===== config.mk =====
export PLATFORM = sky130hd
export DESIGN_NAME = chain_cmd_ctrl
export DESIGN_NICKNAME = d
export VERILOG_FILES = /design/src/rtl/ccq_pkg.sv /design/src/rtl/ccq_fifo.sv /design/src/rtl/ccq_chan.sv /design/src/rtl/chain_cmd_ctrl.sv
export SDC_FILE = /design/constraint.sdc
export NUM_CORES = 1
export LEC_CHECK = 0
export ABC_AREA = 0
export BUFFER_PORTS_ARGS = -buffer_cell sky130_fd_sc_hd__buf_2
export CAP_MARGIN = 20
export CELL_PAD_IN_SITES_DETAIL_PLACEMENT = 1
export CELL_PAD_IN_SITES_GLOBAL_PLACEMENT = 1
export CORE_AREA = 2 2 55 95
export CTS_CLUSTER_DIAMETER = 100
export DETAILED_ROUTE_END_ITERATION = 8
export DIE_AREA = 0 0 57 97
export PLACE_DENSITY_LB_ADDON = 0.1
export SKIP_LAST_GASP = 1
export SYNTH_ARGS = -nofsm -noshare
export SYNTH_HDL_FRONTEND = slang
export SYNTH_SLANG_ARGS = --single-unit

===== constraint.sdc =====
create_clock -name clk -period 3.9 [get_ports clk]
set_input_delay 0.78 -clock clk [delete_from_list [all_inputs] [get_ports clk]]
set_output_delay 0.78 -clock clk [all_outputs]
set_load 0.01 [all_outputs]

===== src/rtl/ccq_pkg.sv =====
package ccq_pkg;
  typedef enum logic [1:0] {
    OP_TX_EN  = 2'd0,
    OP_RX_EN  = 2'd1,
    OP_TX_CLR = 2'd2,
    OP_RX_CLR = 2'd3
  } ccq_op_e;

  localparam int CFG_CHAIN_BIT = 6;
  localparam int ST_TX_FLAG    = 7;
  localparam int ST_TX_ACK     = 6;
  localparam int ST_RX_FLAG    = 5;
  localparam int ST_RX_INH     = 4;
  localparam int ST_TX_AVAIL   = 0;
  localparam int DIR_TX        = 0;
  localparam int DIR_RX        = 1;
endpackage


===== src/rtl/ccq_fifo.sv =====
// Small shift-out queue: head at entry 0, optional overwrite of the head.
module ccq_fifo #(
  parameter int W     = 4,
  parameter int DEPTH = 2,
  localparam int CW   = $clog2(DEPTH + 1)
) (
  input  logic          clk,
  input  logic          rst,
  input  logic          push,
  input  logic          replace,
  input  logic          pop,
  input  logic [W-1:0]  din,
  output logic [W-1:0]  dout,
  output logic [CW-1:0] cnt
);
  logic [W-1:0]     mem [DEPTH];
  logic             shift;
  logic             push_ok;
  logic [CW-1:0]    tgt;
  logic [DEPTH-1:0] we;

  assign shift   = pop && (cnt != '0);
  assign push_ok = push && !replace && (shift || (cnt != CW'(DEPTH)));
  assign tgt     = shift ? cnt - CW'(1) : cnt;
  assign dout    = mem[0];

  always_comb begin
    for (int i = 0; i < DEPTH; i++) begin
      we[i] = (replace && (i == 0)) || (push_ok && (tgt == CW'(i)));
    end
  end

  always_ff @(posedge clk) begin
    for (int i = 0; i < DEPTH; i++) begin
      if (we[i])
        mem[i] <= din;
      else if (shift && (i < DEPTH - 1))
        mem[i] <= mem[(i + 1) % DEPTH];
    end
  end

  always_ff @(posedge clk) begin
    if (rst)
      cnt <= '0;
    else if (replace)
      cnt <= CW'(1);
    else if (push_ok && !shift)
      cnt <= cnt + CW'(1);
    else if (!push_ok && shift)
      cnt <= cnt - CW'(1);
  end
endmodule


===== src/rtl/ccq_chan.sv =====
// One direction: pending command queue, engine launch, completion queue.
module ccq_chan #(
  parameter int PAGE_W     = 4,
  parameter int CMD_DEPTH  = 2,
  parameter int DONE_DEPTH = 2
) (
  input  logic              clk,
  input  logic              rst,
  input  logic              chain_en,
  input  logic              en_cmd,
  input  logic              clr_cmd,
  input  logic [PAGE_W-1:0] page_in,
  input  logic              eng_done,
  input  logic              eng_ack,
  output logic              eng_start,
  output logic [PAGE_W-1:0] eng_page,
  output logic              idle,
  output logic              flag,
  output logic              flag_ack,
  output logic              ovf
);
  localparam int CW = $clog2(CMD_DEPTH + 1);
  localparam int DW = $clog2(DONE_DEPTH + 1);

  logic              busy;
  logic [CW-1:0]     cmd_cnt;
  logic [PAGE_W-1:0] cmd_head;
  logic [CW:0]       outst;
  logic              full;
  logic              start_now;
  logic              cmd_push;
  logic              cmd_replace;
  logic [DW-1:0]     done_cnt;
  logic              done_head;

  assign start_now   = !busy && (cmd_cnt != '0);
  assign outst       = {1'b0, cmd_cnt} + {{CW{1'b0}}, busy};
  assign full        = chain_en && (outst >= (CW + 1)'(CMD_DEPTH));
  assign cmd_replace = en_cmd && !chain_en && (cmd_cnt != '0) && !start_now;
  assign cmd_push    = en_cmd && !full && !cmd_replace;

  ccq_fifo #(.W(PAGE_W), .DEPTH(CMD_DEPTH)) u_cmdq (
    .clk     (clk),
    .rst     (rst),
    .push    (cmd_push),
    .replace (cmd_replace),
    .pop     (start_now),
    .din     (page_in),
    .dout    (cmd_head),
    .cnt     (cmd_cnt)
  );

  ccq_fifo #(.W(1), .DEPTH(DONE_DEPTH)) u_doneq (
    .clk     (clk),
    .rst     (rst),
    .push    (eng_done && busy),
    .replace (1'b0),
    .pop     (clr_cmd),
    .din     (eng_ack),
    .dout    (done_head),
    .cnt     (done_cnt)
  );

  always_ff @(posedge clk) begin
    if (rst) begin
      busy      <= 1'b0;
      eng_start <= 1'b0;
      eng_page  <= '0;
      ovf       <= 1'b0;
    end else begin
      eng_start <= start_now;
      if (start_now) begin
        busy     <= 1'b1;
        eng_page <= cmd_head;
      end else if (eng_done) begin
        busy <= 1'b0;
      end
      if (clr_cmd)
        ovf <= 1'b0;
      else if (en_cmd && full)
        ovf <= 1'b1;
    end
  end

  assign idle     = !busy && (cmd_cnt == '0);
  assign flag     = (done_cnt != '0);
  assign flag_ack = flag && done_head;
endmodule


===== src/rtl/chain_cmd_ctrl.sv =====
module chain_cmd_ctrl
  import ccq_pkg::*;
#(
  parameter int PAGE_W     = 4,
  parameter int CMD_DEPTH  = 2,
  parameter int DONE_DEPTH = 2
) (
  input  logic              clk,
  input  logic              rst,
  input  logic              cfg_wr,
  input  logic [7:0]        cfg_data,
  input  logic              cmd_wr,
  input  logic [1:0]        cmd_op,
  input  logic [PAGE_W-1:0] cmd_page,
  input  logic              irq_en_tx,
  input  logic              irq_en_rx,
  output logic              tx_start,
  output logic [PAGE_W-1:0] tx_page,
  input  logic              tx_done,
  input  logic              tx_ack,
  output logic              rx_start,
  output logic [PAGE_W-1:0] rx_page,
  input  logic              rx_done,
  output logic [7:0]        status,
  output logic              tx_ovf,
  output logic              rx_ovf,
  output logic              irq
);
  localparam int NDIR = 2;

  ccq_op_e           op;
  logic              chain_q;
  logic [NDIR-1:0]   en_v, clr_v, done_v, ack_v;
  logic [NDIR-1:0]   start_v, idle_v, flag_v, fack_v, ovf_v;
  logic [PAGE_W-1:0] page_v [NDIR];
  logic              rx_fack_unused;
  logic              cfg_bits_unused;

  assign op = ccq_op_e'(cmd_op);

  always_ff @(posedge clk) begin
    if (rst)
      chain_q <= 1'b0;
    else if (cfg_wr)
      chain_q <= cfg_data[CFG_CHAIN_BIT];
  end

  assign en_v[DIR_TX]  = cmd_wr && (op == OP_TX_EN);
  assign en_v[DIR_RX]  = cmd_wr && (op == OP_RX_EN);
  assign clr_v[DIR_TX] = cmd_wr && (op == OP_TX_CLR);
  assign clr_v[DIR_RX] = cmd_wr && (op == OP_RX_CLR);
  assign done_v        = {rx_done, tx_done};
  assign ack_v         = {1'b0, tx_ack};

  for (genvar d = 0; d < NDIR; d++) begin : g_dir
    ccq_chan #(
      .PAGE_W     (PAGE_W),
      .CMD_DEPTH  (CMD_DEPTH),
      .DONE_DEPTH (DONE_DEPTH)
    ) u_chan (
      .clk       (clk),
      .rst       (rst),
      .chain_en  (chain_q),
      .en_cmd    (en_v[d]),
      .clr_cmd   (clr_v[d]),
      .page_in   (cmd_page),
      .eng_done  (done_v[d]),
      .eng_ack   (ack_v[d]),
      .eng_start (start_v[d]),
      .eng_page  (page_v[d]),
      .idle      (idle_v[d]),
      .flag      (flag_v[d]),
      .flag_ack  (fack_v[d]),
      .ovf       (ovf_v[d])
    );
  end

  assign tx_start = start_v[DIR_TX];
  assign rx_start = start_v[DIR_RX];
  assign tx_page  = page_v[DIR_TX];
  assign rx_page  = page_v[DIR_RX];
  assign tx_ovf   = ovf_v[DIR_TX];
  assign rx_ovf   = ovf_v[DIR_RX];

  always_comb begin
    status              = 8'h00;
    status[ST_TX_FLAG]  = flag_v[DIR_TX];
    status[ST_TX_ACK]   = fack_v[DIR_TX];
    status[ST_RX_FLAG]  = flag_v[DIR_RX];
    status[ST_RX_INH]   = idle_v[DIR_RX];
    status[ST_TX_AVAIL] = idle_v[DIR_TX];
  end

  assign irq = (flag_v[DIR_TX] && irq_en_tx) || (flag_v[DIR_RX] && irq_en_rx);

  assign rx_fack_unused  = fack_v[DIR_RX];
  assign cfg_bits_unused = ^{cfg_data[7], cfg_data[5:0]};
endmodule


==> results of run 1 <==
[sequential cells by signal (all words and copies together) (netlist names)]
signal                    cells
g_dir.u_chan.eng_page         8
g_dir.u_chan.u_cmdq.cnt       4
g_dir.u_chan.u_doneq.mem      2
g_dir.u_chan.busy             2
chain_q                       1
g_dir.u_chan.u_doneq.cnt      4
g_dir.u_chan.ovf              2
g_dir.u_chan.eng_start        2
g_dir.u_chan.u_cmdq.mem      16
[kinds of logic after synthesis]
kind of cell / share of synthesized area
other: 0.00183
XOR/XNOR: 0.0342
AO/OA/AOI/OAI: 0.114
AND/OR/NAND/NOR: 0.169
multiplexers: 0.0690
adder cells (fa/ha/maj): 0.0611
buffers and inverters: 0.0629
flip-flops: 0.488
[layer usage]
metal | wire length, um | part of all wire | vias up | GRT usage
met3 | 170 | 0.038 | 8 | 0.0348
met4 | 93 | 0.021 | 0 | 0.0733
met1 | 1670 | 0.37 | 734 | 0.183
li1 | - | - | 732 | -
met2 | 2550 | 0.57 | 33 | 0.345
met5 | 0 | 0 | - | 0
[cell usage after synthesis, types with 2 or more instances]
| library cell | count |
|---|---|
| a211oi_1 | 3 |
| a21oi_1 | 12 |
| a31oi_1 | 3 |
| a41oi_2 | 2 |
| buf_4 | 8 |
| clkbuf_1 | 4 |
| dfxtp_1 | 23 |
| edfxtp_1 | 18 |
| ha_1 | 10 |
| inv_1 | 8 |
| inv_2 | 2 |
| mux2_2 | 9 |
| mux2i_1 | 4 |
| nand2_1 | 24 |
| nor2_1 | 9 |
| nor2_4 | 2 |
| nor2b_1 | 5 |
| nor3_1 | 6 |
| nor3b_1 | 2 |
| nor4_1 | 2 |
| nor4b_1 | 2 |
| o21ai_0 | 4 |
| o21ba_2 | 2 |
| xnor2_1 | 5 |
| xor2_1 | 3 |
[critical path, delay by kind of cell (launching register included)]
kind,cells,cell delay [ns]
adder cells (fa/ha/maj),1,0.31
buffers and inverters,2,0.27
flip-flops,1,0.50
AND/OR/NAND/NOR,1,0.18
[worst paths after layout]
path,end,start,slack (ns)
setup / recovery,status[0],g_dir[0].u_chan.u_cmdq.cnt[0]$_SDFFE_PP0P_,1.58
hold / removal,g_dir[1].u_chan.eng_page[3]$_SDFFE_PP0P_,g_dir[1].u_chan.eng_page[3]$_SDFFE_PP0P_,0.45
setup reg to reg,g_dir[1].u_chan.u_cmdq.cnt[0]$_SDFFE_PP0P_,g_dir[1].u_chan.u_cmdq.cnt[0]$_SDFFE_PP0P_,1.62
hold reg to reg,g_dir[1].u_chan.eng_page[3]$_SDFFE_PP0P_,g_dir[1].u_chan.eng_page[3]$_SDFFE_PP0P_,0.45
[area by class of cell]
cell class                 count  share of cell area
multi-input combinational    130               0.403
inverter                      10              0.0163
clock buffer                   5              0.0299
tap                           52              0.0283
sequential                    41               0.435
clock inverter                 2              0.0152
timing repair buffer          33              0.0718
[through the flow]
step	util	instances	power [uW]	area [um2]	hold WS, ns
detailed placement	0.467	266	1530	2200	0.447
CTS	0.489	273	1870	2300	0.458
global placement	0.467	266	1480	2200	0.438
global route	0.489	273	1990	2300	0.485
floorplan	-	195	1340	2060	0.466
finish	0.489	273	1840	2300	0.454
[report_power, final]
group	internal (uW)	switching (uW)
clock network	186	144
logic	358	453
registers	596	108
total	1140	705
==> flow_summary.yaml, run 1 <==
power_and_ir_drop:
  p_leak_uw: 0.000930
  p_per_area_nw_per_um2: 802
  peakVddDrop_uv: 460
worst_setup_path:
  slowest_stage: "dfxtp_1"
  critPathLaunchType: "register"
  crit_required_ns: 3.12
  path_cells: "inv_1, ha_1, nor2b_1, buf_2"
  worstSetupPathType: "register to output pin"
  critPathArrivalTime_ns: 1.54
  crit_fanout: 7
  crit_path_max_incr_delay_ns: 0.50
  critical_path.endpoint_type: "output pin"
  ff2ff_path_depth: 8
synth:
  syn_area_um2: 2050
  synth_ff_type: "dfxtp_1"
  synth-seq-cells: 41
  avgSynthCellArea_um2: 10.6
  yosys.area.top_type_share: 0.264
  synth.distinct_cells: 46
  yosysSeqAreaShare: 0.488
  synthArstFlopShare: 0
  synth_area_leaders: "edfxtp_1 26%, dfxtp_1 22%, ha_1 6.1%"
  synthCells: 193
  synth_edf_count: 18
  ys.warnings.count: 0
  synth_top_area_cell: "edfxtp_1"
routing:
  route.vias.total: 1507
  drt_iter0_markers: 24
  remaining_drc_errors: 0
  drtPass1Iterations: 4
  vias_per_cell: 5.52
  wirelength_um: 4490
  drtAntennaViolNets: 0
  post_drt_wl_per_cell_um: 16.4
grt:
  grt_pass1_wl_um: 7800
  grt_pass1_vias: 1664
  antenna_found_initial: 0
  grt_overflow: 0
  grt_max_degree: 24
  track_usage: 0.181
sta:
  hold_violations: 0
  fin_ws_ns: 1.58
  totalNegativeSetupSlack_ns: 0
  finalClockSkew_ns: 0.00262
  tightest_slew_ns: 0.755
  setup-violations-final: 0
  slew_viol_final: 0
  fmaxAchievable_ghz: 0.431
  rsz0062_at_grt: "no"
  relSlewSlack: 0.492
  fin_crit_sh: 0.595
  min_period_ns: 2.32
job:
  max_cap_violations: 0
floorplan:
  ioPinCount: 44
  start_util: 0.435
  rows: 33
  core_um2: 4710
  die_y_um: 97
  die_x_um: 57
  die-area_um2: 5530
clock_network:
  cts_tree: "built"
  ctsRootBufferMaster: "clkbuf_8"
  cts.htree.levels: 2
  cts_num_sinks: 41
  post_cts_resized: 0
  cts_buffers: 5
  cts_buffer_depth: 2
  cts_hold_buf: 0
  cts_setup_buffers: 0
  path_clk_slew_ns: 0.08
  clock_latency_ns: 0.29
placed_design:
  portBuffers: 33
  gp_congestion: 0.674
  hpwl_um: 3350
  post-place-ws_ns: 1.55
min_path:
  hold_class: "register to register"
  whs_path_depth: 2
cells_and_area:
  syn2layout_area_growth_pct: 12.2
  final_common_cell: "buf_2"
  mostFrequentLayoutCells: "33 x buf_2, 24 x nand2_1, 23 x dfxtp_1"
  regArea_um2: 1000
  fillers: 549
  final_layout_size_suffix_gt1_frac: 0.271
  multiInputGateArea_um2: 927
  n_antenna_cell: 0
  fin_nets: 254
status:
  status: "complete, no violations"
Power figures use the tool's default switching activity.
==> inputs of run 2 (changes only) <==
--- a/config.mk
+++ b/config.mk
@@ -5,15 +5,15 @@
 export SDC_FILE = /design/constraint.sdc
 export NUM_CORES = 1
 export LEC_CHECK = 0
-export ABC_AREA = 0
+export ABC_AREA = 1
 export BUFFER_PORTS_ARGS = -buffer_cell sky130_fd_sc_hd__buf_2
 export CAP_MARGIN = 20
 export CELL_PAD_IN_SITES_DETAIL_PLACEMENT = 1
 export CELL_PAD_IN_SITES_GLOBAL_PLACEMENT = 1
-export CORE_AREA = 2 2 55 95
+export CORE_AREA = 2 2 62 107
 export CTS_CLUSTER_DIAMETER = 100
 export DETAILED_ROUTE_END_ITERATION = 8
-export DIE_AREA = 0 0 57 97
+export DIE_AREA = 0 0 64 109
 export PLACE_DENSITY_LB_ADDON = 0.1
 export SKIP_LAST_GASP = 1
 export SYNTH_ARGS = -nofsm -noshare
==> constraint.sdc (replaced) <==
create_clock -name clk -period 2.1 [get_ports clk]
set_input_delay 0.42 -clock clk [delete_from_list [all_inputs] [get_ports clk]]
set_output_delay 0.42 -clock clk [all_outputs]
set_load 0.01 [all_outputs]
==> run 2 against run 1 <==
Wire length rose by 6.3%. Combinational power rose by 110%. Global-route usage fell by 2.9 points. Power rose by 87%. Cell count rose by 32%. Clock power rose by 50%. Sequential cell count did not move. Synthesized cell count rose by 25%. Via count rose by 14%.
==> flow_summary.yaml, run 2 <==
sta:
  fmaxAchievable_ghz: 0.522
  finalClockSkew_ns: 0.00497
  totalNegativeSetupSlack_ns: 0
  setup-violations-final: 0
  min_period_ns: 1.92
  rsz0062_at_grt: "no"
  slew_viol_final: 0
  fin_crit_sh: 0.913
  hold_violations: 0
routing:
  drt_iter0_markers: 59
  route.vias.total: 1717
  remaining_drc_errors: 0
  wirelength_um: 4770
  drtPass1Iterations: 4
  vias_per_cell: 4.76
  drtAntennaViolNets: 0
  post_drt_wl_per_cell_um: 13.2
clock_network:
  cts_hold_buf: 0
  cts_buffer_depth: 2
  cts_tree: "built"
  cts.htree.levels: 2
  cts_buffers: 5
  path_clk_slew_ns: 0.08
  ctsRootBufferMaster: "clkbuf_8"
  clock_latency_ns: 0.30
  cts_num_sinks: 41
synth:
  synth_top_area_cell: "edfxtp_1"
  synthCells: 242
  synth.distinct_cells: 32
  synth_edf_count: 18
  syn_area_um2: 2130
  synth_common_cells: "42 x nand2_1, 31 x nor2_1, 23 x dfxtp_1"
  avgSynthCellArea_um2: 8.80
  yosys.area.top_type_share: 0.254
  yosysSeqAreaShare: 0.470
  synthArstFlopShare: 0
  synth_ff_type: "dfxtp_1"
  synth-seq-cells: 41
  ys.warnings.count: 0
  synth_area_leaders: "edfxtp_1 25%, dfxtp_1 22%, nand2_1 7.4%"
  synth_most_common_cell: "nand2_1"
floorplan:
  core_um2: 6130
  start_util: 0.347
  die_x_um: 64
  die-area_um2: 6980
  ioPinCount: 44
  die_y_um: 109
  rows: 38
power_and_ir_drop:
  peakVddDrop_uv: 522
  p_leak_uw: 0.00115
  p_per_area_nw_per_um2: 1400
grt:
  grt_max_degree: 14
  grt_pass1_vias: 1751
  track_usage: 0.152
  grt_overflow: 0
  grt_pass1_wl_um: 8090
  antenna_found_initial: 0
cells_and_area:
  n_antenna_cell: 0
  top_regs: "g_dir.u_chan.u_cmdq.mem (16), g_dir.u_chan.eng_page (8)"
  top_register: "g_dir.u_chan.u_cmdq.mem"
  syn2layout_area_growth_pct: 15.5
  final_util: 0.401
  largest_register_ffs: 16
  mostFrequentLayoutCells: "42 x nand2_1, 33 x buf_2, 31 x nor2_1"
  final_layout_size_suffix_gt1_frac: 0.274
  final_common_cell: "nand2_1"
  fin_nets: 313
placed_design:
  hpwl_um: 3680
  gp_congestion: 0.760
  portBuffers: 33
worst_setup_path:
  crit_fanout: 8
  critPathLaunchType: "register"
  worstSetupPathType: "register to register"
  crit_required_ns: 2.33
  critical_path.endpoint_type: "register"
  critPathArrivalTime_ns: 2.14
min_path:
  hold_class: "input port to register"
status:
  status: "complete, no violations"
job:
  max_cap_violations: 0
-- run 2: changes by cell type in the layout (fill, tap and decap cells not counted), moves of 5 or more --
cell and delta:
o21ai_0 +10, buf_4 +9, mux2_2 -9, nand4_1 +10, nand3_1 +8, inv_1 +13
nand2_2 +7, nor2b_1 -5, nand2_1 +18, nor2_1 +22
-- run 2: path summary, 6_finish.rpt --
path,startpoint,endpoint,slack (ns),depth (start not counted)
worst max register to register,g_dir[1].u_chan.u_cmdq.cnt[0]$_SDFFE_PP0P_,g_dir[1].u_chan.u_cmdq.cnt[1]$_SDFFE_PP0P_,0.18,11
worst min-delay path,tx_ack,g_dir[0].u_chan.u_doneq.mem[0][1]$_DFFE_PP_,0.32,1
worst min register to register,g_dir[1].u_chan.u_cmdq.mem[0][0]$_DFFE_PP_,g_dir[1].u_chan.eng_page[0]$_SDFFE_PP0P_,0.47,2
worst max-delay path,g_dir[1].u_chan.u_cmdq.cnt[0]$_SDFFE_PP0P_,g_dir[1].u_chan.u_cmdq.cnt[1]$_SDFFE_PP0P_,0.18,11
-- run 2: area by class of cell --
class,count,area [um2]
sequential,41,1000
fill,751,3670
inverter,24,90.1
multi-input combinational,166,950
clock buffer,5,68.8
timing repair buffer,42,233
clock inverter,3,12.5
tap,80,100
-- run 2: metrics by stage --
step	power, uW	cells	setup WS, ns	hold WS (ns)	cell area, um2
floorplan	2580	244	0.289	0.447	2140
global placement	2980	353	0.117	0.456	2370
detailed placement	3000	353	0.101	0.461	2370
CTS	3520	361	0.0875	0.312	2450
global route	3790	361	0.0168	0.299	2460
finish	3450	361	0.183	0.319	2460
-- run 2: logic make-up after synthesis --
kind of cell    share of synthesized area
compound gates                     0.0911
xor+xnor                           0.0165
other cells                       0.00176
simple gates                        0.272
flops                               0.470
buf+inv                            0.0899
fa+ha+maj                          0.0588
-- run 2: worst max-delay path, cell delays in order (launching register included) --
cell	delay (ns)
dfxtp_2	0.36
inv_1	0.06
ha_1	0.24
inv_2	0.10
nand2_2	0.14
nand2_1	0.10
nand3_1	0.10
nor2_4	0.15
ha_1	0.26
inv_1	0.10
o211ai_1	0.09
a21oi_1	0.13
-- run 2: timing repair --
action | CTS | global route
resized for setup | 0 | 4
setup endpoints to repair | 0 | 7
setup buffers | 0 | 0
hold endpoints to repair | 0 | 0
-- run 2: power by group --
part	total [uW]	leakage, uW	internal, uW	switching (uW)
Sequential	1280	0.000357	1150	137
Combinational	1670	0.000745	643	1030
Clock	496	0.0000430	224	272
Total	3450	0.00115	2010	1440
-- run 2: metal layers --
layer / GRT usage / part of all wire / vias up
met5: 0 / 0 / -
met4: 0.0652 / 0.021 / 0
met3: 0.0361 / 0.039 / 8
met2: 0.281 / 0.54 / 34
met1: 0.162 / 0.40 / 804
li1: - / - / 871
==> inputs of run 3 (changes only) <==
--- a/config.mk
+++ b/config.mk
@@ -5,17 +5,17 @@
 export SDC_FILE = /design/constraint.sdc
 export NUM_CORES = 1
 export LEC_CHECK = 0
-export ABC_AREA = 1
 export BUFFER_PORTS_ARGS = -buffer_cell sky130_fd_sc_hd__buf_2
 export CAP_MARGIN = 20
 export CELL_PAD_IN_SITES_DETAIL_PLACEMENT = 1
 export CELL_PAD_IN_SITES_GLOBAL_PLACEMENT = 1
-export CORE_AREA = 2 2 62 107
+export CORE_AREA = 2 2 64 111
 export CTS_CLUSTER_DIAMETER = 100
 export DETAILED_ROUTE_END_ITERATION = 8
-export DIE_AREA = 0 0 64 109
+export DIE_AREA = 0 0 66 113
 export PLACE_DENSITY_LB_ADDON = 0.1
 export SKIP_LAST_GASP = 1
 export SYNTH_ARGS = -nofsm -noshare
 export SYNTH_HDL_FRONTEND = slang
+export SYNTH_HIERARCHICAL = 1
 export SYNTH_SLANG_ARGS = --single-unit
==> run 3 against run 2 <==
Combinational power fell by 58%. Sequential power fell by 24%. Cell count grew 4.7%. Cell area grew 27%.
==> flow_summary.yaml, run 3 <==
cells_and_area:
  final_util: 0.478
  finalNonFillerCells: 378
  final_layout_size_suffix_gt1_frac: 0.446
  fillers: 755
  n_antenna_cell: 0
  top_register: "g_dir.u_chan/u_cmdq/mem"
  mostFrequentLayoutCells: "41 x buf_4, 33 x buf_2, 18 x edfxtp_1"
  final_common_cell: "buf_4"
  largest_register_ffs: 16
  fin_nets: 334
  syn2layout_area_growth_pct: 30.7
  top_regs: "g_dir.u_chan/u_cmdq/mem (16), g_dir.u_chan/eng_page (8)"
routing:
  post_drt_wl_per_cell_um: 13.6
  met1_length_um: 1960
  drtPass1Iterations: 3
  met3_length_um: 142
  drtAntennaViolNets: 0
  drt_iter0_markers: 42
  remaining_drc_errors: 0
  route.vias.total: 1812
  wirelength_um: 5160
  vias_per_cell: 4.79
  highest_layer: "met4"
  met2_length_um: 2920
job:
  max_cap_violations: 0
sta:
  totalNegativeSetupSlack_ns: 0
  finalClockSkew_ns: 0.00715
  fin_ws_ns: 0.0404
  fmaxAchievable_ghz: 0.486
  relSlewSlack: 0.632
  tightest_slew_ns: 0.553
  hold_violations: 0
  min_period_ns: 2.06
  slew_viol_final: 0
  fin_crit_sh: 0.981
  rsz0062_at_grt: "yes"
  setup-violations-final: 0
grt:
  grt_pass1_vias: 1845
  grt_pass1_wl_um: 8560
  grt_max_degree: 34
  grt_overflow: 0
  antenna_found_initial: 0
  track_usage: 0.149
synth:
  avgSynthCellArea_um2: 10.8
  syn_area_um2: 2390
  synthCells: 221
  ys.warnings.count: 6
floorplan:
  die_y_um: 113
  start_util: 0.365
  rows: 39
  die_x_um: 66
  core_um2: 6540
  ioPinCount: 44
  die-area_um2: 7460
worst_setup_path:
  worstSetupPathType: "register to register"
  critPathTopFamily: "compound AO/OA/AOI/OAI gates"
  slowest_stage: "dfxtp_1"
  crit_fanout: 7
  crit_path_max_incr_delay_ns: 0.51
  path_cells: "a21oi_1, o21a_1, buf_4, buf_4, a311o_4, mux2_4"
  crit_buf_inv: 2
  critical_path.endpoint_type: "register"
  critPathLaunchType: "register"
  crit_required_ns: 2.14
  critPathArrivalTime_ns: 2.10
  path_common_cell: "buf_4"
status:
  status: "complete, no violations"
clock_network:
  ctsRootBufferMaster: "clkbuf_16"
  cts_tree: "built"
  clock_latency_ns: 0.29
  cts_hold_buf: 0
  cts_buffers: 5
  cts_num_sinks: 41
  cts_buffer_depth: 2
  cts.htree.levels: 2
  path_clk_slew_ns: 0.07
power_and_ir_drop:
  p_leak_uw: 0.00137
  peakVddDrop_uv: 495
  p_per_area_nw_per_um2: 819
  power_uw: 2560
placed_design:
  gp_congestion: 0.820
  dp.cells: 368
  portBuffers: 33
  hpwl_um: 3880
  post-place-ws_ns: -0.115
min_path:
  hold_class: "input port to register"
-- run 3: final timing paths --
check,start,end,slack [ns],depth (start not counted)
min reg2reg,g_dir[0].u_chan/eng_page[2]$_SDFFE_PP0P_,g_dir[0].u_chan/eng_page[2]$_SDFFE_PP0P_,0.47,2
max,chain_q$_SDFFE_PP0P_,g_dir[1].u_chan/u_cmdq/mem[0][0]$_DFFE_PP_,0.04,6
min,tx_ack,g_dir[0].u_chan/u_doneq/mem[0][1]$_DFFE_PP_,0.32,1
max reg2reg,chain_q$_SDFFE_PP0P_,g_dir[1].u_chan/u_cmdq/mem[0][0]$_DFFE_PP_,0.04,6
-- run 3: report_power, final --
part           switching [uW]  leakage, uW  total [uW]  internal (uW)
clock                     334    0.0000775         891            557
combinational             331     0.000937         699            368
sequential               44.6     0.000355         967            923
-- run 3: layout make-up --
cell class                      count  area [um2]  share of cell area
Timing Repair Buffer               74         473               0.151
Sequential cell                    41        1010               0.324
Clock inverter                      3        41.3              0.0132
Clock buffer                        5         125              0.0401
Tap cell                           82         103              0.0329
Multi-Input combinational cell    153        1290               0.415
Inverter                           20        75.1              0.0240
-- run 3: metal layers --
layer,vias to the layer above,global-route usage
met4,0,0.0707
met1,874,0.158
met2,28,0.276
li1,897,-
met5,-,0
met3,13,0.0249
-- run 3: per-stage QoR --
stage | area, um2 | hold slack (ns)
after global routing | 3120 | 0.314
after global placement | 2870 | 0.458
final | 3120 | 0.316
after CTS | 3040 | 0.309
after floorplan | 2420 | 0.492
after detailed placement | 2870 | 0.467
-- run 3: what timing repair did --
item                                    CTS  global route
endpoints found under the setup margin    6            15
setup buffers                             0             2
pin swaps                                 1             2
resized for setup                         3            19
